### config.mk
export PLATFORM = sky130hd
export DESIGN_NAME = slot_hp_ctrl
export DESIGN_NICKNAME = d
export VERILOG_FILES = /design/src/rtl/slot_hp_pkg.sv /design/src/rtl/slot_hp_timer.sv /design/src/rtl/slot_hp_blink.sv /design/src/rtl/slot_hp_events.sv /design/src/rtl/slot_hp_ctrl.sv
export SDC_FILE = /design/constraint.sdc
export NUM_CORES = 1
export LEC_CHECK = 0
export ABC_AREA = 1
export BUFFER_PORTS_ARGS = -buffer_cell sky130_fd_sc_hd__buf_4
export CORE_MARGIN = 10
export CORE_UTILIZATION = 40
export DETAILED_ROUTE_END_ITERATION = 10
export PLACE_DENSITY = 0.63
export SLEW_MARGIN = 20
export SYNTH_ARGS = -nofsm -noshare
export SYNTH_HDL_FRONTEND = slang
export SYNTH_SLANG_ARGS = --single-unit
export TNS_END_PERCENT = 10
### constraint.sdc
create_clock -name clk -period 6.21 [get_ports clk]
set_input_delay 0.621 -clock clk [delete_from_list [all_inputs] [get_ports clk]]
set_output_delay 0.621 -clock clk [all_outputs]
set_load 0.01 [all_outputs]
### src/rtl/slot_hp_pkg.sv
package slot_hp_pkg;
  localparam int EVT_W     = 3;
  localparam int EV_LATCH  = 0;
  localparam int EV_BUTTON = 1;
  localparam int EV_REJECT = 2;

  typedef enum logic [1:0] {
    OP_NOP     = 2'd0,
    OP_PWR_ON  = 2'd1,
    OP_PWR_OFF = 2'd2,
    OP_ATTN    = 2'd3
  } op_e;

  typedef enum logic [1:0] {
    IND_OFF   = 2'd0,
    IND_ON    = 2'd1,
    IND_BLINK = 2'd2
  } ind_e;

  typedef enum logic [2:0] {
    ST_IDLE, ST_ADD_WIN, ST_ADD_HOLD, ST_RAMP,
    ST_LIVE, ST_REM_WIN, ST_REM_HOLD, ST_DRAIN
  } slot_st_e;
endpackage

### src/rtl/slot_hp_timer.sv
module slot_hp_timer #(
  parameter int CNT_W = 8
) (
  input  logic             clk,
  input  logic             rst,
  input  logic             load_i,
  input  logic [CNT_W-1:0] len_i,
  output logic             done_o
);
  logic [CNT_W-1:0] cnt_q;

  always_ff @(posedge clk) begin
    if (rst)                cnt_q <= '0;
    else if (load_i)        cnt_q <= len_i - 1'b1;
    else if (cnt_q != '0)   cnt_q <= cnt_q - 1'b1;
  end

  assign done_o = (cnt_q == '0);

  AST_TMR_HOLD: assert property (@(posedge clk) disable iff (rst)
    (!load_i && cnt_q == '0) |=> (cnt_q == '0));
endmodule

### src/rtl/slot_hp_blink.sv
module slot_hp_blink #(
  parameter int BLINK_DIV = 4
) (
  input  logic clk,
  input  logic rst,
  output logic phase_o
);
  localparam int DW = (BLINK_DIV > 1) ? $clog2(BLINK_DIV) : 1;
  localparam logic [DW-1:0] LAST = DW'(BLINK_DIV - 1);

  logic [DW-1:0] div_q;
  logic          phase_q;

  always_ff @(posedge clk) begin
    if (rst) begin
      div_q   <= '0;
      phase_q <= 1'b0;
    end else if (div_q == LAST) begin
      div_q   <= '0;
      phase_q <= ~phase_q;
    end else begin
      div_q   <= div_q + 1'b1;
    end
  end

  assign phase_o = phase_q;
endmodule

### src/rtl/slot_hp_events.sv
module slot_hp_events #(
  parameter int EVT_W = 3
) (
  input  logic             clk,
  input  logic             rst,
  input  logic [EVT_W-1:0] set_i,
  input  logic [EVT_W-1:0] clr_i,
  input  logic [EVT_W-1:0] en_i,
  output logic [EVT_W-1:0] evt_o,
  output logic             irq_o
);
  logic [EVT_W-1:0] evt_q, evt_d;
  logic             irq_q;

  assign evt_d = (evt_q & ~clr_i) | set_i;

  always_ff @(posedge clk) begin
    if (rst) begin
      evt_q <= '0;
      irq_q <= 1'b0;
    end else begin
      evt_q <= evt_d;
      irq_q <= |(evt_d & en_i);
    end
  end

  assign evt_o = evt_q;
  assign irq_o = irq_q;

  AST_EVT_STICKY: assert property (@(posedge clk) disable iff (rst)
    ((($past(evt_q) & ~$past(clr_i)) & ~evt_q) == '0));
  AST_IRQ_CAUSE: assert property (@(posedge clk) disable iff (rst)
    irq_q |-> (evt_q != '0));
endmodule

### src/rtl/slot_hp_ctrl.sv
module slot_hp_ctrl
  import slot_hp_pkg::*;
#(
  parameter int WIN_CYCLES   = 1_000_000_000,
  parameter int RAMP_CYCLES  = 20_000_000,
  parameter int DRAIN_CYCLES = 200_000,
  parameter int BLINK_DIV    = 100_000_000
) (
  input  logic       clk,
  input  logic       rst,
  input  logic       latch_closed_i,
  input  logic       card_present_i,
  input  logic       button_i,
  input  logic       cancel_i,
  input  logic       cmd_valid_i,
  input  logic [1:0] cmd_op_i,
  input  logic       cmd_attn_i,
  input  logic [2:0] evt_clr_i,
  input  logic [2:0] evt_en_i,
  output logic       power_en_o,
  output logic       card_reset_o,
  output logic       interlock_o,
  output logic [1:0] pwr_ind_o,
  output logic       pwr_led_o,
  output logic       attn_led_o,
  output logic [1:0] status_o,
  output logic [2:0] events_o,
  output logic       irq_o
);
  localparam int MAX_A   = (WIN_CYCLES > RAMP_CYCLES) ? WIN_CYCLES : RAMP_CYCLES;
  localparam int MAX_LEN = (MAX_A > DRAIN_CYCLES) ? MAX_A : DRAIN_CYCLES;
  localparam int CNT_W   = $clog2(MAX_LEN + 1);
  localparam logic [CNT_W-1:0] WIN_LEN   = CNT_W'(WIN_CYCLES);
  localparam logic [CNT_W-1:0] RAMP_LEN  = CNT_W'(RAMP_CYCLES);
  localparam logic [CNT_W-1:0] DRAIN_LEN = CNT_W'(DRAIN_CYCLES);

  slot_st_e         st_q, st_d;
  logic             btn_q, btn_rise, latch_rise;
  logic             cmd_on, cmd_off, cmd_attn, slot_ready, reject;
  logic             tmr_load, tmr_done, blink_phase;
  logic [CNT_W-1:0] tmr_len;
  logic             pwr_d, rst_d;
  ind_e             mode_d;
  logic [EVT_W-1:0] evt_set;

  assign cmd_on     = cmd_valid_i && (cmd_op_i == OP_PWR_ON);
  assign cmd_off    = cmd_valid_i && (cmd_op_i == OP_PWR_OFF);
  assign cmd_attn   = cmd_valid_i && (cmd_op_i == OP_ATTN);
  assign slot_ready = latch_closed_i && card_present_i;
  assign btn_rise   = button_i && !btn_q;
  assign latch_rise = latch_closed_i && !status_o[0];

  // Sequencing state machine
  always_comb begin
    st_d   = st_q;
    reject = 1'b0;
    unique case (st_q)
      ST_IDLE, ST_ADD_HOLD: begin
        if (cmd_on) begin
          if (slot_ready) st_d = ST_RAMP;
          else            reject = 1'b1;
        end else if (st_q == ST_IDLE && btn_rise) begin
          st_d = ST_ADD_WIN;
        end
      end
      ST_ADD_WIN:  if (cancel_i) st_d = ST_IDLE;
                   else if (tmr_done) st_d = ST_ADD_HOLD;
      ST_RAMP:     if (tmr_done) st_d = ST_LIVE;
      ST_LIVE:     if (cmd_off) st_d = ST_DRAIN;
                   else if (btn_rise) st_d = ST_REM_WIN;
      ST_REM_WIN:  if (cancel_i) st_d = ST_LIVE;
                   else if (tmr_done) st_d = ST_REM_HOLD;
      ST_REM_HOLD: if (cmd_off) st_d = ST_DRAIN;
      ST_DRAIN:    if (tmr_done) st_d = ST_IDLE;
      default:     st_d = ST_IDLE;
    endcase
  end

  // Timer length for the state being entered
  assign tmr_load = (st_d != st_q);
  always_comb begin
    unique case (st_d)
      ST_ADD_WIN, ST_REM_WIN: tmr_len = WIN_LEN;
      ST_RAMP:                tmr_len = RAMP_LEN;
      ST_DRAIN:               tmr_len = DRAIN_LEN;
      default:                tmr_len = CNT_W'(1);
    endcase
  end

  // Output decode from the next state
  always_comb begin
    pwr_d  = 1'b0;
    rst_d  = 1'b1;
    mode_d = IND_OFF;
    unique case (st_d)
      ST_IDLE:                 ;
      ST_ADD_WIN, ST_ADD_HOLD: mode_d = IND_BLINK;
      ST_RAMP:                 begin pwr_d = 1'b1; mode_d = IND_BLINK; end
      ST_LIVE:                 begin pwr_d = 1'b1; rst_d = 1'b0; mode_d = IND_ON; end
      ST_REM_WIN, ST_REM_HOLD: begin pwr_d = 1'b1; rst_d = 1'b0; mode_d = IND_BLINK; end
      ST_DRAIN:                begin pwr_d = 1'b1; mode_d = IND_BLINK; end
      default:                 ;
    endcase
  end

  always_ff @(posedge clk) begin
    if (rst) begin
      st_q         <= ST_IDLE;
      btn_q        <= 1'b0;
      status_o     <= 2'b00;
      power_en_o   <= 1'b0;
      interlock_o  <= 1'b0;
      card_reset_o <= 1'b1;
      pwr_ind_o    <= IND_OFF;
      pwr_led_o    <= 1'b0;
      attn_led_o   <= 1'b0;
    end else begin
      st_q         <= st_d;
      btn_q        <= button_i;
      status_o     <= {card_present_i, latch_closed_i};
      power_en_o   <= pwr_d;
      interlock_o  <= pwr_d;
      card_reset_o <= rst_d;
      pwr_ind_o    <= mode_d;
      pwr_led_o    <= (mode_d == IND_ON) || ((mode_d == IND_BLINK) && blink_phase);
      if (cmd_attn) attn_led_o <= cmd_attn_i;
    end
  end

  always_comb begin
    evt_set            = '0;
    evt_set[EV_LATCH]  = latch_rise;
    evt_set[EV_BUTTON] = btn_rise;
    evt_set[EV_REJECT] = reject;
  end

  slot_hp_timer #(.CNT_W(CNT_W)) u_timer (
    .clk(clk), .rst(rst), .load_i(tmr_load), .len_i(tmr_len), .done_o(tmr_done)
  );

  slot_hp_blink #(.BLINK_DIV(BLINK_DIV)) u_blink (
    .clk(clk), .rst(rst), .phase_o(blink_phase)
  );

  slot_hp_events #(.EVT_W(EVT_W)) u_events (
    .clk(clk), .rst(rst), .set_i(evt_set), .clr_i(evt_clr_i),
    .en_i(evt_en_i), .evt_o(events_o), .irq_o(irq_o)
  );

  AST_RAMP_IN_RESET: assert property (@(posedge clk) disable iff (rst)
    $rose(power_en_o) |-> card_reset_o);
  AST_OFF_IN_RESET: assert property (@(posedge clk) disable iff (rst)
    !power_en_o |-> card_reset_o);
  AST_DRAIN_ORDER: assert property (@(posedge clk) disable iff (rst)
    $fell(power_en_o) |-> ($past(card_reset_o) && pwr_ind_o == IND_OFF));
  AST_REJECT_NOPWR: assert property (@(posedge clk) disable iff (rst)
    (cmd_on && !slot_ready && !power_en_o) |=> !power_en_o);
  AST_LOCK_LIVE: assert property (@(posedge clk) disable iff (rst)
    $fell(interlock_o) |-> !power_en_o);
endmodule

# Word level (Yosys, flattened, before mapping)
# Index checks and enable logic that the tools add are counted.
# W data, S select, Z words.
[totals]
regBits = 74
inputBits = 16
out_inout_bits = 13
word_cells = 86
[classes]
addsub = 3
eq_ne = 21
n_mux = 22
n_bitwise = 5
n_reduce_logical = 22
[op_table]
columns = ["cell", "n"]
rows = [
  ["$pmux W30 S3", 1],
  ["$mux W30", 2],
  ["$sub A30 B1 Y30 const B", 2],
  ["$mux W3", 12],
  ["$logic_not A30 Y1", 1],
  ["$reduce_bool A30 Y1", 1],
  ["$add A27 B1 Y27 const B", 1],
  ["$eq A27 B27 Y1 const B", 1],
  ["$eq A3 B3 Y1 const B", 8],
  ["$pmux W3 S7", 1],
  ["$eq A3 B2 Y1 const B", 4],
  ["$logic_and A1 B1 Y1", 8],
  ["$and A3 B3 Y3", 2],
  ["$eq A2 B2 Y1 const B", 3],
  ["$eq A3 B1 Y1 const B", 2],
  ["$reduce_or A2 Y1", 3],
  ["$reduce_or A3 Y1", 2],
  ["$reduce_or A6 Y1", 1],
  ["$mux W1", 5],
  ["$reduce_or A5 Y1", 1],
  ["$eq A2 B1 Y1 const B", 2],
  ["$pmux W2 S2", 1],
  ["$logic_not A3 Y1", 1],
  ["$ne A3 B3 Y1", 1],
  ["other kinds (6)", 7],
]

# Longest topological paths before layout
# Gate-level depths: netlist of the first run.
[depth]
ltp_word = 12
ltp_mapped = 21
mapped_depth_nobuf = 20

# Cells and area by module
# From an unflattened synthesis of the first run, not the netlist that was laid out.
[unflattened]
cells_unflattened = 830
hier_area_um2 = 4924.7
[by_module_without_submodules]
columns = ["module", "n_inst", "cells_per_inst", "area_each_um2", "seq_area_each_um2"]
rows = [
  ["slot_hp_timer", 1, 464, 2446.1, 600.6],
  ["slot_hp_blink", 1, 236, 1610.3, 560.5],
  ["slot_hp_ctrl", 1, 104, 693.2, 240.2],
  ["slot_hp_events", 1, 26, 175.2, 80.1],
]

# Worst setup path after synthesis of the first run
# Ideal clock, no wire load.
[synth_path]
kind = "input-to-reg"
from = "input button_i"
to = "register u_timer.cnt_q[26]"
setup_ns = 0.115
arrival_time_ns = 2.805
required_ns = 6.095
setup_slack_ns = 3.290
stages = 20
path_buffers = 2
cell_sequence = "inv_1 -> or2_1 -> nor2_2 -> or2_2 -> nand2_1 -> nand2_2 -> nand2_4 -> nand2_4 -> nand2_4 -> buf_6 -> buf_4 -> nand2_1 -> ha_1 -> nand3_1 -> nor2_2 -> nand3_1 -> nor2_1 -> nand3_1 -> nand2_1 -> nor2_1"
[synth_via]
elab_chain_cells = 10
word_cells_on_any_way = 17
cone_classes = "add/sub: 1; eq/ne: 5; mux: 7; reduce/logical: 4"
[synth_rtl]
columns = ["item", "line_no", "text"]
rows = [
  ["from (decl)", "slot_hp_ctrl.sv:13", "input logic button_i,"],
  ["$logic_and A1 B1 Y1 (*)", "slot_hp_ctrl.sv:50", "assign btn_rise = button_i && !btn_q;"],
  ["$logic_and A1 B1 Y1", "slot_hp_ctrl.sv:62", "end else if (st_q == ST_IDLE && btn_rise) begin"],
  ["$mux W3", "slot_hp_ctrl.sv:62", ""],
  ["$mux W3", "slot_hp_ctrl.sv:59", "if (cmd_on) begin"],
  ["$pmux W3 S7 (*)", "slot_hp_ctrl.sv:57", "unique case (st_q)"],
  ["$eq A3 B3 Y1 / $eq A3 B1 Y1 (equally long branches)", "slot_hp_ctrl.sv:82", "unique case (st_d)"],
  ["$reduce_or A2 Y1", "slot_hp_ctrl.sv:82", ""],
  ["$pmux W30 S3", "slot_hp_ctrl.sv:82", ""],
  ["$sub A30 B1 Y30", "slot_hp_timer.sv:14", "else if (load_i) cnt_q <= len_i - 1'b1;"],
  ["$mux W30", "slot_hp_timer.sv:14", ""],
  ["to (signal assigned)", "slot_hp_timer.sv:14", ""],
  ["to (signal assigned)", "slot_hp_timer.sv:15", "else if (cnt_q != '0) cnt_q <= cnt_q - 1'b1;"],
  ["to (decl)", "slot_hp_timer.sv:10", "logic [CNT_W-1:0] cnt_q;"],
]
# Mark *: on every way between the ends. The rest lies on a longest branch, timed or not.
# A chain may end at the register's enable or synchronous reset.

# Worst setup path after layout of the first run
[layout_path]
from = "register u_timer.cnt_q[16]"
to = "register u_timer.cnt_q[28]"
[layout_via]
elab_chain_cells = 9
word_cells_on_any_way = 21
cone_classes = "add/sub: 2; eq/ne: 5; mux: 10; reduce/logical: 4"
[layout_rtl]
columns = ["item", "line_no", "text"]
rows = [
  ["$logic_not A30 Y1", "slot_hp_timer.sv:18", "assign done_o = (cnt_q == '0);"],
  ["$mux W3 (on tied branches)", "slot_hp_ctrl.sv:72, slot_hp_ctrl.sv:67", ""],
  ["$mux W3 (on tied branches)", "slot_hp_ctrl.sv:71, slot_hp_ctrl.sv:66", ""],
  ["$pmux W3 S7", "slot_hp_ctrl.sv:57", ""],
  ["$eq A3 B3 Y1 / $eq A3 B1 Y1 (equally long branches)", "slot_hp_ctrl.sv:82", ""],
  ["$reduce_or A2 Y1", "slot_hp_ctrl.sv:82", ""],
  ["$pmux W30 S3", "slot_hp_ctrl.sv:82", ""],
  ["$sub A30 B1 Y30", "slot_hp_timer.sv:14", ""],
  ["$mux W30", "slot_hp_timer.sv:14", ""],
]
# Parallel ways exist; a longest one is shown, timed or not. The select of a mux whose other input is x is not followed.

==> impl_table.tex, run 1 <==
\begin{tabular}{lr}
\hline
Metric & Value \\
\hline
\multicolumn{2}{l}{\textbf{Worst setup path}} \\
Kind of capture point of the worst setup path & flop \\
Kind of critical path & flop to flop \\
Category of the worst setup path launch point & flop \\
Worst Path Arrival & 3.57 ns \\
Count of cells along the worst register-to-register path & 19 \\
Peak fanout along the critical path & 37 \\
Critical path required time & 6.43 ns \\
\multicolumn{2}{l}{\textbf{Clock network}} \\
Clock tree from TritonCTS & built \\
Count of hold buffers inserted by post-cts repair & 0 \\
Later-pin clock latency in the skew report & 0.35 ns \\
Total of cells resized after clock tree synthesis & 0 \\
Total CTS buffers & 9 \\
Number of H-tree levels & 3 \\
Clock transition at the register clock pins on the worst setup and hold paths after CTS & 0.08 ns \\
CTS Root Buffer Type & sky130\_fd\_sc\_hd\_\_clkbuf\_8 \\
Clock buffer depth & 2 \\
Clock sink total & 74 \\
Post-CTS Setup Repair Bufs & 0 \\
\multicolumn{2}{l}{\textbf{Yosys}} \\
Number of instances in the synthesized netlist & 635 \\
Syn avg cell area & 6.59 sq um \\
Netlist cell types & 47 \\
Most common flop cell mapped by yosys & sky130\_fd\_sc\_hd\_\_dfxtp\_1 \\
Biggest area consumer among synthesized cells & sky130\_fd\_sc\_hd\_\_dfxtp\_1 \\
Number of nets in the synthesized netlist & 653 \\
Synthesis warning total & 0 \\
Combined area of all synthesized cells & 4190 sq um \\
Sequential share of the synthesized area & 0.354 \\
Number of flops mapped to enable cells by yosys & 0 \\
Async set or reset register ratio after synthesis & 0 \\
FF+latch count, synth & 74 \\
Portion of synthesized cell area occupied by the leading cell type & 0.354 \\
Cell types with the largest area share after synthesis & sky130\_fd\_sc\_hd\_\_dfxtp\_1 35\%, sky130\_fd\_sc\_hd\_\_nand2\_1 13\%, sky130\_fd\_sc\_hd\_\_nor2\_1 10\%, sky130\_fd\_sc\_hd\_\_inv\_1 5.7\%, sky130\_fd\_sc\_hd\_\_nand3\_1 5.1\% \\
\multicolumn{2}{l}{\textbf{Drt}} \\
Routed via count & 4,072 \\
Vias/cell & 5.06 \\
Final ANT Viol Nets & 0 \\
Final Routed Wirelength & 10.9 mm \\
Initial DRT Pass Iterations & 6 \\
DRC violation count after routing & 0 \\
Avg WL per Cell & 13.6 um \\
DR iter-0 viols & 371 \\
\multicolumn{2}{l}{\textbf{STA}} \\
Worst setup skew after layout & 0.0145 ns \\
Setup repair after global routing missed its margin & false \\
Max Transition Viols Final & 0 \\
Final Cycle Share & 0.540 \\
Min Tclk post-route & 3.35 ns \\
Headroom to the max-slew limit & 0.459 \\
Transition time of the tightest slew-check pin & 0.809 ns \\
Final setup fails & 0 \\
Slack of the critical path & 2.86 ns \\
Setup TNS & 0 ns \\
Fmax & 298 MHz \\
Hold Vio Cnt, Final & 0 \\
\multicolumn{2}{l}{\textbf{Floorplan}} \\
X dimension of the die & 122 um \\
Floorplan row count & 37 \\
Die height & 122 um \\
Starting Density & 0.407 \\
Die area & 15,000 sq um \\
Std-Cell Core Area & 10,300 sq um \\
Top-level I/O count & 29 \\
\multicolumn{2}{l}{\textbf{GRT}} \\
Global Route met3 Usage & 0.0285 \\
Via count of the first global-routing pass & 3,861 \\
Total global routing track utilization & 0.147 \\
Met1 capacity usage during global routing & 0.185 \\
Total gr overflow & 0 \\
Routing usage on met2 & 0.246 \\
Global-route wire length before repair & 18.1 mm \\
Initial antenna violation count & 0 \\
Pin count of the biggest net entering global routing & 38 \\
Layer with the highest usage & met2 \\
\multicolumn{2}{l}{\textbf{Cells and area}} \\
Net count of the finished layout & 681 \\
Share of post-route cells with drive strength above 1 & 0.141 \\
Number of diodes & 0 \\
Layout Area Growth over Synthesis & 12.3\% \\
\multicolumn{2}{l}{\textbf{Job}} \\
Number of maximum-capacitance violations & 0 \\
\multicolumn{2}{l}{\textbf{Placement}} \\
\# port buffers & 28 \\
Worst slack at placement & 2.79 ns \\
HPWL Detailed & 8.20 mm \\
Routability Congestion & 0.947 \\
\multicolumn{2}{l}{\textbf{Power}} \\
Leakage power of the design & 0.00209 uW \\
Peak supply drop & 0.177 mV \\
Power per cell area & 398 nW/um\^{}2 \\
\multicolumn{2}{l}{\textbf{Outcome}} \\
Result of the run & finished, final reports clean \\
\multicolumn{2}{l}{\textbf{Min path}} \\
Worst Hold Path Cells & 1 \\
Hold/Removal Path Class & flop to flop \\
\hline
\end{tabular}
-- cell families (layout without fill, tap and decap cells) --
group,count (synthesis),in the layout,share of synthesized area
xor gates and xnor gates,11,11,0.0230
buffers and inverters,84,117,0.0792
DFF,74,74,0.354
and+or+nand+nor,390,390,0.435
AOI/OAI and AO/OA,74,74,0.103
adders and majority gates,2,2,0.00597
-- cells in the mapped netlist (2+ instances only) --
| master | count |
|---|---|
| sky130_fd_sc_hd__nor4_1 | 3 |
| sky130_fd_sc_hd__nor2_8 | 2 |
| sky130_fd_sc_hd__dfxtp_1 | 74 |
| sky130_fd_sc_hd__xor2_1 | 7 |
| sky130_fd_sc_hd__nand4_1 | 11 |
| sky130_fd_sc_hd__nand4_2 | 3 |
| sky130_fd_sc_hd__clkbuf_1 | 7 |
| sky130_fd_sc_hd__nand2_4 | 4 |
| sky130_fd_sc_hd__nand3b_1 | 4 |
| sky130_fd_sc_hd__inv_2 | 8 |
| sky130_fd_sc_hd__a211oi_1 | 5 |
| sky130_fd_sc_hd__nand2_2 | 11 |
| sky130_fd_sc_hd__a21oi_2 | 2 |
| sky130_fd_sc_hd__a31oi_1 | 2 |
| sky130_fd_sc_hd__buf_4 | 2 |
| sky130_fd_sc_hd__nand3_1 | 43 |
| sky130_fd_sc_hd__nor2_4 | 4 |
| sky130_fd_sc_hd__nand2_1 | 148 |
| sky130_fd_sc_hd__or2_2 | 4 |
| sky130_fd_sc_hd__inv_1 | 64 |
| sky130_fd_sc_hd__nor3b_1 | 5 |
| sky130_fd_sc_hd__a21oi_1 | 39 |
| sky130_fd_sc_hd__or2_1 | 2 |
| sky130_fd_sc_hd__o21ai_1 | 7 |
| sky130_fd_sc_hd__o211ai_1 | 2 |
| sky130_fd_sc_hd__xnor2_1 | 4 |
| sky130_fd_sc_hd__nor2_1 | 116 |
| sky130_fd_sc_hd__o21ai_0 | 10 |
| sky130_fd_sc_hd__nor3_1 | 15 |
| sky130_fd_sc_hd__ha_1 | 2 |
| sky130_fd_sc_hd__nor2_2 | 9 |
-- worst max-delay path: stages, from the launching register on --
cell                      delay (ns)
sky130_fd_sc_hd__dfxtp_1        0.36
sky130_fd_sc_hd__nor2_1         0.11
sky130_fd_sc_hd__nand2_1        0.13
sky130_fd_sc_hd__nor2_1         0.21
sky130_fd_sc_hd__nand2_2        0.11
sky130_fd_sc_hd__o21ai_4        0.34
sky130_fd_sc_hd__nand2_2        0.11
sky130_fd_sc_hd__nand2_4        0.11
sky130_fd_sc_hd__nand2_4        0.08
sky130_fd_sc_hd__nand2_4        0.34
sky130_fd_sc_hd__nand2_2        0.11
sky130_fd_sc_hd__nand2_2        0.09
sky130_fd_sc_hd__ha_1           0.21
sky130_fd_sc_hd__nand3_1        0.13
sky130_fd_sc_hd__nor2_2         0.24
sky130_fd_sc_hd__nand2_2        0.13
sky130_fd_sc_hd__nor2_2         0.18
sky130_fd_sc_hd__nand3_1        0.10
sky130_fd_sc_hd__nand3_1        0.09
sky130_fd_sc_hd__nor2_1         0.05
-- per-stage QoR --
step | cells | total power, uW | area (sq um) | util | hold WS (ns)
finish | 804 | 1870 | 4700 | 0.458 | 0.450
floorplan | 635 | 1290 | 4190 | - | 0.418
global route | 804 | 2020 | 4700 | 0.458 | 0.480
global placement | 788 | 1480 | 4510 | 0.439 | 0.427
detailed placement | 788 | 1490 | 4510 | 0.439 | 0.439
CTS | 804 | 1870 | 4700 | 0.458 | 0.454
-- sequential cells by signal (all words and copies together), names as in the netlist --
name / count
u_timer.cnt_q: 30
u_blink.div_q: 27
st_q: 3
u_events.evt_o: 3
pwr_ind_o: 2
status_o: 2
attn_led_o: 1
btn_q: 1
card_reset_o: 1
interlock_o: 1
pwr_led_o: 1
u_blink.phase_o: 1
u_events.irq_o: 1
-- metal layers --
| metal | wire length, um | part of all wire |
|---|---|---|
| met1 | 5010 | 0.46 |
| met2 | 5080 | 0.46 |
| met3 | 669 | 0.061 |
| met4 | 184 | 0.017 |
| met5 | 0 | 0 |
-- power breakdown --
| part | total (uW) | internal, uW | switching (uW) |
|---|---|---|---|
| clock network | 380 | 187 | 193 |
| registers | 604 | 547 | 56.5 |
| logic | 890 | 281 | 610 |
| total | 1870 | 1010 | 859 |
-- area by class of cell --
class | count | area (sq um)
Clock buffer | 10 | 128
Clock inverter | 6 | 65.1
Fill cell | 1093 | 5570
Inverter | 73 | 274
Multi-Input combinational cell | 477 | 2370
Sequential cell | 74 | 1480
Tap cell | 136 | 170
Timing Repair Buffer | 28 | 210
-- path summary, 6_finish.rpt --
kind	startpoint	endpoint	slack, ns
min reg2reg	u_blink.div_q[0]	u_blink.div_q[0]	0.45
min	u_blink.div_q[0]	u_blink.div_q[0]	0.45
max	u_timer.cnt_q[16]	u_timer.cnt_q[28]	2.86
max reg2reg	u_timer.cnt_q[16]	u_timer.cnt_q[28]	2.86
-- cell usage in the layout (no fill, tap or decap), types with 3 or more instances in the layout --
cell and count:
sky130_fd_sc_hd__nand2_2 11, sky130_fd_sc_hd__nor4_1 3, sky130_fd_sc_hd__nand2_4 4, sky130_fd_sc_hd__inv_1 64, sky130_fd_sc_hd__xor2_1 7, sky130_fd_sc_hd__xnor2_1 4, sky130_fd_sc_hd__nor3b_1 5, sky130_fd_sc_hd__nand3b_1 4
sky130_fd_sc_hd__nand4_1 11, sky130_fd_sc_hd__buf_4 28, sky130_fd_sc_hd__nand2_1 148, sky130_fd_sc_hd__a211oi_1 5, sky130_fd_sc_hd__nand4_2 3, sky130_fd_sc_hd__o21ai_1 7, sky130_fd_sc_hd__nor2_4 4, sky130_fd_sc_hd__nor3_1 15
sky130_fd_sc_hd__nand3_1 43, sky130_fd_sc_hd__nor2_2 9, sky130_fd_sc_hd__a21oi_1 39, sky130_fd_sc_hd__nor2_1 116, sky130_fd_sc_hd__inv_2 8, sky130_fd_sc_hd__or2_2 4, sky130_fd_sc_hd__clkbuf_8 9, sky130_fd_sc_hd__dfxtp_1 74
sky130_fd_sc_hd__o21ai_0 10
No activity file was read; power rests on OpenSTA's default activity.
==> inputs of run 2 (changes only) <==
==> constraint.sdc (replaced) <==
create_clock -name clk -period 3.5 [get_ports clk]
set_input_delay 0.35 -clock clk [delete_from_list [all_inputs] [get_ports clk]]
set_output_delay 0.35 -clock clk [all_outputs]
set_load 0.01 [all_outputs]
==> impl_table.tex, run 2 (synthesis results as in run 1) <==
\begin{tabular}{lr}
\hline
Metric & Value \\
\hline
\multicolumn{2}{l}{\textbf{Outcome}} \\
Result of the run & finished, final reports clean (unchanged) \\
\multicolumn{2}{l}{\textbf{Job}} \\
Number of maximum-capacitance violations & 0 (unchanged) \\
\multicolumn{2}{l}{\textbf{Floorplan}} \\
Std-Cell Core Area & 10,300 sq um (unchanged) \\
Die area & 15,000 sq um (unchanged) \\
Top-level I/O count & 29 (unchanged) \\
Floorplan row count & 37 (unchanged) \\
Starting Density & 0.407 (unchanged) \\
X dimension of the die & 122 um (unchanged) \\
Die height & 122 um (unchanged) \\
\multicolumn{2}{l}{\textbf{GRT}} \\
Global-route wire length before repair & 18.6 mm (was 18.1 mm) \\
Total global routing track utilization & 0.153 (was 0.147) \\
Total gr overflow & 0 (unchanged) \\
Via count of the first global-routing pass & 3,901 (was 3,861) \\
Initial antenna violation count & 0 (unchanged) \\
Pin count of the biggest net entering global routing & 31 (was 38) \\
\multicolumn{2}{l}{\textbf{Worst setup path}} \\
Kind of critical path & flop to flop (unchanged) \\
Most frequent cell on the critical path & sky130\_fd\_sc\_hd\_\_nand2\_2 (unchanged) \\
CP cell instances & nor2\_1, nand2\_1, nor2\_1, nand2\_1, o21ai\_4, nand2\_2, nand2\_4, nand2\_4, nand2\_4, nand2\_2, nand2\_2, ha\_1, nand3\_1, nor2\_2, nand2\_2, nor2\_2, nor2\_1, nor3\_1 (was nor2\_1, nand2\_1, nor2\_1, nand2\_2, o21ai\_4, nand2\_2, nand2\_4, nand2\_4, nand2\_4, nand2\_2, nand2\_2, ha\_1, nand3\_1, nor2\_2, nand2\_2, nor2\_2, nand3\_1, nand3\_1, nor2\_1) \\
Peak fanout along the critical path & 26 (was 37) \\
Kind of capture point of the worst setup path & flop (unchanged) \\
Category of the worst setup path launch point & flop (unchanged) \\
Slowest-stage cell, CP & sky130\_fd\_sc\_hd\_\_dfxtp\_1 (unchanged) \\
Critical path required time & 3.76 ns (was 6.43 ns) \\
Worst Path Arrival & 3.27 ns (was 3.57 ns) \\
Largest stage delay on the critical path & 0.36 ns (about the same) \\
\multicolumn{2}{l}{\textbf{Power}} \\
Leakage power of the design & 0.00214 uW (was 0.00209 uW) \\
Peak supply drop & 0.313 mV (was 0.177 mV) \\
Power per cell area & 727 nW/um\^{}2 (was 398 nW/um\^{}2) \\
Total power draw & 3490 uW (was 1870 uW) \\
\multicolumn{2}{l}{\textbf{Placement}} \\
Routability Congestion & 0.871 (was 0.947) \\
HPWL Detailed & 8.50 mm (was 8.20 mm) \\
Count of placed standard cells including taps & 791 (was 788) \\
\# port buffers & 28 (unchanged) \\
Placed Area & 4530 sq um (was 4510 sq um) \\
\multicolumn{2}{l}{\textbf{Clock network}} \\
Post-CTS Setup Repair Bufs & 0 (unchanged) \\
CTS Root Buffer Type & sky130\_fd\_sc\_hd\_\_clkbuf\_8 (unchanged) \\
Clock buffer depth & 2 (unchanged) \\
Clock sink total & 74 (unchanged) \\
Count of hold buffers inserted by post-cts repair & 0 (unchanged) \\
Number of H-tree levels & 3 (unchanged) \\
Clock tree from TritonCTS & built (unchanged) \\
Total of cells resized after clock tree synthesis & 0 (unchanged) \\
Total CTS buffers & 9 (unchanged) \\
Clock transition at the register clock pins on the worst setup and hold paths after CTS & 0.08 ns (about the same) \\
Later-pin clock latency in the skew report & 0.36 ns (was 0.35 ns) \\
\multicolumn{2}{l}{\textbf{Drt}} \\
Avg WL per Cell & 13.7 um (was 13.6 um) \\
Final ANT Viol Nets & 0 (unchanged) \\
Vias/cell & 5.11 (was 5.06) \\
DR iter-0 viols & 410 (was 371) \\
Routed via count & 4,142 (was 4,072) \\
Initial DRT Pass Iterations & 5 (was 6) \\
Final Routed Wirelength & 11.1 mm (was 10.9 mm) \\
DRC violation count after routing & 0 (unchanged) \\
\multicolumn{2}{l}{\textbf{Cells and area}} \\
Post-Layout Inst Area & 4800 sq um (was 4700 sq um) \\
Net count of the finished layout & 687 (was 681) \\
Commonest non-fill, non-tap cell in the layout & sky130\_fd\_sc\_hd\_\_nand2\_1 (unchanged) \\
Largest Register & u\_timer.cnt\_q (unchanged) \\
Commonest non-fill, non-tap cells in the layout & 148 x sky130\_fd\_sc\_hd\_\_nand2\_1, 116 x sky130\_fd\_sc\_hd\_\_nor2\_1, 74 x sky130\_fd\_sc\_hd\_\_dfxtp\_1, 64 x sky130\_fd\_sc\_hd\_\_inv\_1, 43 x sky130\_fd\_sc\_hd\_\_nand3\_1 (unchanged) \\
Number of diodes & 0 (unchanged) \\
Flip-flop count of the largest register, all copies and words added & 30 (unchanged) \\
Share of post-route cells with drive strength above 1 & 0.147 (was 0.141) \\
Layout Area Growth over Synthesis & 14.6\% (was 12.3\%) \\
Final non-filler cell total & 810 (was 804) \\
Leading registers by flop count & u\_timer.cnt\_q x30, u\_blink.div\_q x27 (unchanged) \\
\multicolumn{2}{l}{\textbf{STA}} \\
Headroom to the max-slew limit & 0.639 (was 0.459) \\
Max Transition Viols Final & 0 (unchanged) \\
Final setup fails & 0 (unchanged) \\
Fmax & 332 MHz (was 298 MHz) \\
Setup repair after global routing missed its margin & false (unchanged) \\
Final Cycle Share & 0.860 (was 0.540) \\
Hold Vio Cnt, Final & 0 (unchanged) \\
Min Tclk post-route & 3.01 ns (was 3.35 ns) \\
Worst setup skew after layout & 0.00885 ns (was 0.0145 ns) \\
Transition time of the tightest slew-check pin & 0.541 ns (was 0.809 ns) \\
Setup TNS & 0 ns (unchanged) \\
\multicolumn{2}{l}{\textbf{Min path}} \\
Hold/Removal Path Class & input pin to flop (was flop to flop) \\
\hline
\end{tabular}
run 2: worst max-delay path: cells and delay by family (launching register included):
kind,cells,cell delay (ns)
DFF,1,0.36
and+or+nand+nor,16,2.12
adders and majority gates,1,0.21
AOI/OAI and AO/OA,1,0.23
run 2: path summary, 6_finish.rpt:
path                                  startpoint           endpoint  slack, ns  cells past startpoint
worst max-delay path            u_timer.cnt_q[2]  u_timer.cnt_q[20]       0.49                     18
worst min-delay path                    button_i              btn_q       0.21                      3
worst max register to register  u_timer.cnt_q[2]  u_timer.cnt_q[20]       0.49                     18
worst min register to register  u_blink.div_q[0]   u_blink.div_q[0]       0.45                      1
run 2: power by group:
| group | leakage [uW] | switching [uW] | total, uW | internal [uW] |
|---|---|---|---|---|
| clock | 0.000121 | 333 | 829 | 495 |
| combinational | 0.00142 | 1080 | 1590 | 509 |
| sequential | 0.000604 | 103 | 1070 | 971 |
| total | 0.00214 | 1510 | 3490 | 1980 |
run 2: cell type report:
class                   instances  area [sq um]
fillers                      1075          5480
multi-input cells             477          2370
flip-flops and latches         74          1480
inverters                      73           274
repair buffers                 34           255
well taps                     136           170
clock buffers                  12           145
clock inverters                 4          98.8
run 2: layer usage:
metal / part of all wire / wire, um / GRT usage / vias to the layer above
met2: 0.46 / 5090 / 0.251 / 116
li1: - / - / - / 2107
met5: 0 / 0 / 0 / -
met1: 0.46 / 5090 / 0.188 / 1898
met4: 0.020 / 222 / 0.0596 / 0
met3: 0.059 / 657 / 0.0386 / 21
run 2: through the flow:
stage | setup slack (ns) | utilization | hold WS [ns]
floorplan | 0.851 | - | 0.418
global placement | 0.450 | 0.441 | 0.429
detailed placement | 0.429 | 0.441 | 0.443
CTS | 0.345 | 0.465 | 0.196
global route | 0.108 | 0.467 | 0.206
finish | 0.490 | 0.467 | 0.207
